==> src/rtl/stk_pkg.sv <==
// Package: shared types for the stack pointer unit.
// Assumes: one decoded operation per clock, chosen by fixed priority.
package stk_pkg;

    // Operation chosen at an edge once priority and busy are applied
    typedef enum logic [2:0] {
        OP_NONE = 3'd0,
        OP_RSP  = 3'd1,
        OP_PUSH = 3'd2,
        OP_PULL = 3'd3,
        OP_CALL = 3'd4,
        OP_IRQ  = 3'd5
    } stk_op_e;

endpackage

==> src/rtl/stk_cmd_dec.sv <==
// Module: stk_cmd_dec
// Turns the raw command lines into a single operation. The priority is
// reset-pointer, interrupt, call, then push/pull. Push and pull together
// cancel each other. While a frame is busy every command is dropped.
// Assumes: the command lines are synchronous to the unit's clock.
module stk_cmd_dec
    import stk_pkg::*;
(
    input  logic    busy_i,
    input  logic    push_i,
    input  logic    pull_i,
    input  logic    rsp_i,
    input  logic    call_i,
    input  logic    irq_i,
    output stk_op_e op_o
);

    // Priority select of the operation that is accepted this cycle
    always_comb begin
        op_o = OP_NONE;
        if (!busy_i) begin
            if (rsp_i)                  op_o = OP_RSP;
            else if (irq_i)             op_o = OP_IRQ;
            else if (call_i)            op_o = OP_CALL;
            else if (push_i && !pull_i) op_o = OP_PUSH;
            else if (pull_i && !push_i) op_o = OP_PULL;
            else                        op_o = OP_NONE;
        end
    end

endmodule

==> src/rtl/stk_frame_seq.sv <==
// Module: stk_frame_seq
// Counts the bytes of a call or interrupt frame that are still to be
// issued and supplies the slot number for each continuation byte. The
// first byte of a frame is issued in the same cycle the frame is accepted,
// so this block only tracks the remaining bytes.
// Assumes: CALL_LEN and IRQ_LEN are at least 1 and fit in SLOT_W bits.
module stk_frame_seq
    import stk_pkg::*;
#(
    parameter int CALL_LEN = 2,
    parameter int IRQ_LEN  = 5,
    parameter int SLOT_W   = 3
) (
    input  logic              clk,
    input  logic              rst_n,
    input  stk_op_e           op_i,
    output logic              cont_o,
    output logic [SLOT_W-1:0] slot_o
);

    localparam logic [SLOT_W-1:0] CALL_REM = SLOT_W'(CALL_LEN - 1);
    localparam logic [SLOT_W-1:0] IRQ_REM  = SLOT_W'(IRQ_LEN - 1);
    localparam logic [SLOT_W-1:0] ONE      = SLOT_W'(1);

    logic [SLOT_W-1:0] rem_q;
    logic [SLOT_W-1:0] slot_q;

    assign cont_o = (rem_q != '0);
    assign slot_o = slot_q;

    // Load the remaining count at frame start, count down per byte
    always_ff @(posedge clk) begin
        if (!rst_n) begin
            rem_q  <= '0;
            slot_q <= '0;
        end else if (cont_o) begin
            rem_q  <= rem_q - ONE;
            slot_q <= slot_q + ONE;
        end else if (op_i == OP_CALL) begin
            rem_q  <= CALL_REM;
            slot_q <= ONE;
        end else if (op_i == OP_IRQ) begin
            rem_q  <= IRQ_REM;
            slot_q <= ONE;
        end
    end

endmodule

==> src/rtl/stk_ptr_reg.sv <==
// Module: stk_ptr_reg
// Holds the live low bits of the stack pointer. Each step wraps modulo
// the window size. A load sets every live bit to one, which is the
// window top.
// Assumes: at most one of load, dec and inc is high in any cycle.
module stk_ptr_reg #(
    parameter int LIVE_W = 6
) (
    input  logic              clk,
    input  logic              rst_n,
    input  logic              load_top_i,
    input  logic              dec_i,
    input  logic              inc_i,
    output logic [LIVE_W-1:0] sp_o,
    output logic [LIVE_W-1:0] sp_up_o
);

    localparam logic [LIVE_W-1:0] STEP = LIVE_W'(1);

    logic [LIVE_W-1:0] sp_q;

    assign sp_o    = sp_q;
    assign sp_up_o = sp_q + STEP;

    // Pointer update with silent wrap inside the window
    always_ff @(posedge clk) begin
        if (!rst_n)          sp_q <= '1;
        else if (load_top_i) sp_q <= '1;
        else if (dec_i)      sp_q <= sp_q - STEP;
        else if (inc_i)      sp_q <= sp_up_o;
    end

endmodule

==> src/rtl/stk_ptr_unit.sv <==
// Module: stk_ptr_unit (top)
// Stack pointer for a small processor. It forms page-zero window
// addresses, steps the pointer for pushes and pulls, and sequences
// call and interrupt frames one byte per clock. Access outputs are
// registered and appear one clock after the accepting edge.
// Assumes: the WIN_BASE bits below LIVE_W are zero.
module stk_ptr_unit
    import stk_pkg::*;
#(
    parameter int              ADDR_W   = 16,
    parameter int              LIVE_W   = 6,
    parameter logic [15:0]     WIN_BASE = 16'h00C0,
    parameter int              CALL_LEN = 2,
    parameter int              IRQ_LEN  = 5,
    parameter int              SLOT_W   = 3
) (
    input  logic              clk,
    input  logic              rst_n,
    input  logic              push_i,
    input  logic              pull_i,
    input  logic              rsp_i,
    input  logic              call_i,
    input  logic              irq_i,
    output logic              acc_vld_o,
    output logic [ADDR_W-1:0] acc_addr_o,
    output logic              acc_wr_o,
    output logic [SLOT_W-1:0] slot_o,
    output logic              busy_o,
    output logic [ADDR_W-1:0] sp_o
);

    localparam int HI_W = ADDR_W - LIVE_W;
    localparam logic [HI_W-1:0] HI_BITS = WIN_BASE[ADDR_W-1:LIVE_W];

    stk_op_e           op;
    logic              cont;
    logic [SLOT_W-1:0] seq_slot;
    logic [LIVE_W-1:0] sp_cur;
    logic [LIVE_W-1:0] sp_up;
    logic              do_wr;
    logic              do_rd;

    logic              vld_q;
    logic [ADDR_W-1:0] addr_q;
    logic              wr_q;
    logic [SLOT_W-1:0] slot_q;

    stk_cmd_dec u_dec (
        .busy_i (cont),
        .push_i (push_i),
        .pull_i (pull_i),
        .rsp_i  (rsp_i),
        .call_i (call_i),
        .irq_i  (irq_i),
        .op_o   (op)
    );

    stk_frame_seq #(
        .CALL_LEN (CALL_LEN),
        .IRQ_LEN  (IRQ_LEN),
        .SLOT_W   (SLOT_W)
    ) u_seq (
        .clk    (clk),
        .rst_n  (rst_n),
        .op_i   (op),
        .cont_o (cont),
        .slot_o (seq_slot)
    );

    stk_ptr_reg #(
        .LIVE_W (LIVE_W)
    ) u_ptr (
        .clk        (clk),
        .rst_n      (rst_n),
        .load_top_i (op == OP_RSP),
        .dec_i      (do_wr),
        .inc_i      (do_rd),
        .sp_o       (sp_cur),
        .sp_up_o    (sp_up)
    );

    // Classify this cycle's access: frame bytes and pushes write, pulls read
    always_comb begin
        do_wr = cont || (op == OP_PUSH) || (op == OP_CALL) || (op == OP_IRQ);
        do_rd = (op == OP_PULL);
    end

    // Register the access strobe, address, direction and slot
    always_ff @(posedge clk) begin
        if (!rst_n) begin
            vld_q  <= 1'b0;
            addr_q <= '0;
            wr_q   <= 1'b0;
            slot_q <= '0;
        end else begin
            vld_q  <= do_wr || do_rd;
            addr_q <= {HI_BITS, (do_rd ? sp_up : sp_cur)};
            wr_q   <= do_wr;
            slot_q <= cont ? seq_slot : '0;
        end
    end

    assign acc_vld_o  = vld_q;
    assign acc_addr_o = addr_q;
    assign acc_wr_o   = wr_q;
    assign slot_o     = slot_q;
    assign busy_o     = cont;
    assign sp_o       = {HI_BITS, sp_cur};

endmodule

==> config.mk <==
export PLATFORM = sky130hd
export DESIGN_NAME = stk_ptr_unit
export DESIGN_NICKNAME = d
export VERILOG_FILES = /design/src/rtl/stk_pkg.sv /design/src/rtl/stk_cmd_dec.sv /design/src/rtl/stk_frame_seq.sv /design/src/rtl/stk_ptr_reg.sv /design/src/rtl/stk_ptr_unit.sv
export SDC_FILE = /design/constraint.sdc
export NUM_CORES = 1
export LEC_CHECK = 0
export BUFFER_PORTS_ARGS = -buffer_cell sky130_fd_sc_hd__buf_2
export CORE_MARGIN = 2
export CORE_UTILIZATION = 48
export DETAILED_ROUTE_END_ITERATION = 8
export HOLD_SLACK_MARGIN = 0.08
export PLACE_DENSITY = 0.85
export SLEW_MARGIN = 20
export SYNTH_ARGS = -nofsm -noshare
export SYNTH_HDL_FRONTEND = slang
export SYNTH_SLANG_ARGS = --single-unit
==> constraint.sdc <==
create_clock -name clk -period 2.5 [get_ports clk]
set_input_delay 0.5 -clock clk [delete_from_list [all_inputs] [get_ports clk]]
set_output_delay 0.5 -clock clk [all_outputs]
set_load 0.1 [all_outputs]
# Word-level counts from Yosys, hierarchy flattened
# Index checks and enable logic that the tools add are counted.
[classes]
addsub = 4
n_eq_ne = 5
muxes = 15
bitwise_logic = 1
reduce_logical = 12
[op_table]
columns = ["cell", "n"]
rows = [
  ["$mux W3", 11],
  ["$mux W6", 2],
  ["$mux W8", 1],
  ["$add A6 B1 Y6 const B", 1],
  ["$eq A3 B2 Y1 const B", 2],
  ["$eq A3 B3 Y1 const B", 2],
  ["$reduce_bool A3 Y1", 2],
  ["$sub A6 B1 Y6 const B", 1],
  ["$logic_or A1 B1 Y1", 4],
  ["$add A3 B1 Y3 const B", 1],
  ["$eq A3 B1 Y1 const B", 1],
  ["$sub A3 B1 Y3 const B", 1],
  ["$logic_and A1 B1 Y1", 2],
  ["$logic_not A1 Y1", 2],
  ["$mux W2", 1],
  ["$reduce_and A2 Y1", 1],
  ["$reduce_or A2 Y1", 1],
  ["$not A1 Y1", 1],
]
[totals]
reg_bits = 33

# Logic depth before layout (Yosys ltp)
[logic_depth]
ltp_word = 13
depth_mapped = 8
ltp_nobuf = 7

# Cells and area by module
# A second synthesis with hierarchy kept.
[unflattened]
hier_cells = 150
area_unflattened_um2 = 1350.0
[by_module_without_submodules]
columns = ["module", "n_inst", "cells_each", "area_per_inst_um2", "seq_area_each_um2"]
rows = [
  ["stk_ptr_unit", 1, 66, 598.1, 240.2],
  ["stk_ptr_reg", 1, 46, 407.9, 120.1],
  ["stk_frame_seq", 1, 30, 277.8, 120.1],
  ["stk_cmd_dec", 1, 8, 66.3, 0.0],
]

# Worst setup path after synthesis
# Ideal clock, no wire load.
[synth_timing]
path_type = "register -> register"
start = "register u_ptr.sp_q[0], in the netlist u_ptr.sp_o[0]"
end = "register u_ptr.sp_q[1], in the netlist u_ptr.sp_o[1]"
setup_time_ns = 0.087
t_arrival_ns = 2.040
path_slack_ns = 0.372
path_stages_with_launch = 5
n_path_buf = 0
period_less_slack_ns = 2.128
cell_sequence = "dfxtp_1 > inv_1 > ha_1 > mux2_2 > o31ai_1"
[synth_via]
elab_chain_cells = 3
[synth_lines]
columns = ["item", "line_no", "text"]
rows = [
  ["from (decl)", "stk_ptr_reg.sv:20", "logic [LIVE_W-1:0] sp_q;"],
  ["from (signal assigned)", "stk_ptr_reg.sv:29", "else if (dec_i) sp_q <= sp_q - STEP;"],
  ["from (signal assigned)", "stk_ptr_reg.sv:30", "else if (inc_i) sp_q <= sp_up_o;"],
  ["$add A6 B1 Y6", "stk_ptr_reg.sv:23", "assign sp_up_o = sp_q + STEP;"],
  ["$mux W6", "stk_ptr_reg.sv:30", ""],
  ["$mux W6 (*)", "stk_ptr_reg.sv:29", ""],
]
# Every way passes the cells marked *; elsewhere a longest branch is shown, timed or not.
# A chain may end at the register's enable or synchronous reset.

# Worst setup path after layout
[layout_timing]
start = "register u_seq.rem_q[0]"
end = "output port busy_o"
[layout_via]
elab_chain_cells = 1
[layout_lines]
columns = ["item", "line_no", "text"]
rows = [
  ["from (decl)", "stk_frame_seq.sv:25", "logic [SLOT_W-1:0] rem_q;"],
  ["from (signal assigned)", "stk_frame_seq.sv:37", "rem_q <= rem_q - ONE;"],
  ["$reduce_bool A3 Y1", "stk_frame_seq.sv:28", "assign cont_o = (rem_q != '0);"],
  ["to (decl)", "stk_ptr_unit.sv:28", "output logic busy_o,"],
]
# Every way passes these cells.

==> run_results.csv <==
group,metric,value,unit
run_status,status,"complete, no violations",
synthesis,synth_compound_area_share,7.66,%
synthesis,yosysTopAreaCellShare,38.2,%
route,via_per_inst,5.06,
power,power.switching,0.495,mW
placed_design,place_area,1330,sq um
timing,period_needed,2.14,ns
clock_tree,cts_tree,"done",
power,intPower,0.565,mW
synthesis,synthAdderAreaFrac,3.98,%
synthesis,post-synth-top-count-cell,"dfxtp_1",
route,vias,1002,
clock_tree,ctsRootBufferMaster,"clkbuf_4",
floorplanning,io_pins,45,
placed_design,dp_hpwl,1.69,mm
clock_tree,clockBufferDepth,2,
synthesis,synthMuxAreaShare,5.17,%
synthesis,synth.area.top_cells,"dfxtp_1 (38%), buf_4 (11%), nor2_1 (6.3%)",
timing,slew_violations,0,
synthesis,yosysSeqAreaShare,38.2,%
worst_setup_path,cp_data_arrival_time,1.64,ns
grt,grt_use_total,15.9,%
power,leakage,0.644,nW
floorplanning,coreArea,2480,sq um
timing,whs,0.353,ns
timing,timing.fmax,468,MHz
floorplanning,die-area,3050,sq um
power,power_density,778,nW/um^2
route,first_pass_iters,4,
clock_tree,holdBufCountCts,0,
route,wl_met2,1.11,mm
layout,drive_gt1_share,22.6,%
layout,nNetsFinal,180,
synthesis,synth_xor_xnor_area_share,4.18,%
timing,setup_viol,0,
route,dr_wl_met3,151,um
power,pwr-share-comb,40.3,%
timing,fin_skew,0.00110,ns
power,switching_share,46.7,%
synthesis,netlist_top_cells_count,"dfxtp_1 (24), nor2_1 (21), buf_4 (19)",
worst_setup_path,cp-start-kind,"flop",
grt,gr-total-overflow,0,
route,wire_per_inst,11.3,um
synthesis,syn_area,1260,sq um
synthesis,synth-simple-area-share,25.2,%
grt,grt_pass1_vias,855,
floorplanning,row_count,18,
worst_setup_path,critical_path_class,"flop to output port",
layout,area_growth,8.36,%
clock_tree,cts_setup_buffers,0,
clock_tree,numCtsBuffers,3,
clock_tree,cts_sinks,24,
layout,final_util,55.0,%
timing,tns,0,ns
synthesis,syn_avg_cell_area,8.73,sq um
grt,grt_pass1_wl,3.46,mm
route,met1_length,926,um
hold_path,worstHoldPathType,"input pin to flop",
grt,grt_antenna_before_repair,0,
synthesis,synthDistinctLibCells,40,
floorplanning,start_util,50.8,%
power,seq_power_share,40.3,%
worst_setup_path,critPathMaxFanout,12,
floorplanning,fp.dieW,55.2,um
clock_tree,cts.repair.resized,0,
layout,num_antenna_cells,0,
route,routed_wl,2.23,mm
power,irDropWorstVdd,414,uV
route,route.detailed.drc,0,
synthesis,ys_seq_elements,24,
clock_tree,path_clk_slew,0.13,ns
worst_setup_path,critPathCaptureType,"output port",
worst_setup_path,cp.required,2.00,ns
layout,finalInstanceArea,1360,sq um
timing,rsz0062_at_grt,"false",
power,clkPwrFrac,19.3,%
synthesis,yosysTopAreaCell,"dfxtp_1",
floorplanning,die_height,55.2,um
power,total_power,1.06,mW
synthesis,syn_inst,144,
route,drt_iter0_markers,26,
synthesis,synth_ff_type,"dfxtp_1",
flow_run,cap_violations,0,
route,final_antenna_net_count,0,
route,top_layer,"met4",
clock_tree,cts_max_level,1,
placed_design,numPortBuffers,26,
synthesis,synth_enable_flop_cells,0,
synthesis,synth_top_family_by_area,"simple AND/OR/NAND/NOR gates",
clock_tree,clkLatencyLatePin,0.32,ns
synthesis,yosys_warnings,0,
worst_setup_path,reg2reg_slack,0.81,ns
grt,grt_start_max_net_pins,17,
timing,period_share,85.5,%
placed_design,place.gp.congestion,0.879,
timing,finalHoldViolations,0,
synthesis,synthArstFlopShare,0,%
## power by group through the flow
| stage | Sequential [mW] | Combinational (mW) | Clock [mW] |
|---|---|---|---|
| finish | 0.427 | 0.427 | 0.205 |
| global route | 0.432 | 0.451 | 0.225 |
| detailed placement | 0.436 | 0.427 | 0 |
| floorplan | 0.563 | 0.274 | 0 |
| global placement | 0.434 | 0.422 | 0 |
| CTS | 0.428 | 0.428 | 0.210 |
## metrics by stage
stage / cells / setup slack [ns]
floorplan: 160 / 0.372
detailed placement: 194 / 0.271
CTS: 198 / 0.360
global placement: 194 / 0.335
finish: 198 / 0.363
global route: 198 / 0.227
## layer usage
layer	track usage, %	vias up
met4	7.72	0
met3	2.42	5
met2	28.0	41
met1	18.6	462
li1	-	494
met5	0	-
## cell type report
cell class / count / area [sq um]
well taps: 30 / 37.5
inverters: 6 / 22.5
clock buffers: 4 / 36.3
fillers: 240 / 1110
multi-input cells: 107 / 648
repair buffers: 27 / 138
flip-flops and latches: 24 / 480
## layout by cell type (no fill, tap or decap), drive strengths merged, types with 2 or more instances in the layout
master and count:
a21oi 5, and2 2, and3 6, buf 27
clkbuf 4, conb 18, dfxtp 24, ha 4
inv 6, mux2 4, mux2i 2, nand2 10
nand4 3, nor2 21, nor3 5, nor3b 2
o211ai 2, o21ai 3, or3 3, xnor2 3
xor2 3
## logic make-up after synthesis
family                   after synthesis
AND/OR/NAND/NOR                       58
buffers and inverters                 29
flip-flops                            24
AO/OA/AOI/OAI                         15
XOR/XNOR                               6
multiplexers                           6
adder cells (fa/ha/maj)                4
other                                  2
## sequential cells by signal, indices dropped and copies added (netlist names)
name,flops
u_ptr.sp_o,6
slot_o,3
acc_wr_o,1
acc_addr_o,7
u_seq.slot_o,3
u_seq.rem_q,3
acc_vld_o,1
## final timing paths
kind,endpoint,start,depth (start not counted)
worst min register to register,slot_o[2],u_seq.slot_o[2],1
worst min-delay path,acc_addr_o[6],rst_n,1
worst max register to register,u_ptr.sp_o[5],u_seq.rem_q[0],5
worst max-delay path,busy_o,u_seq.rem_q[0],3
## worst max-delay path, stage by stage, from the launching register on
cell and delay, ns:
dfxtp_1 0.38, nor3_4 0.33, inv_1 0.25, buf_2 0.36
Note: power is estimated with default switching activity, not from simulation.
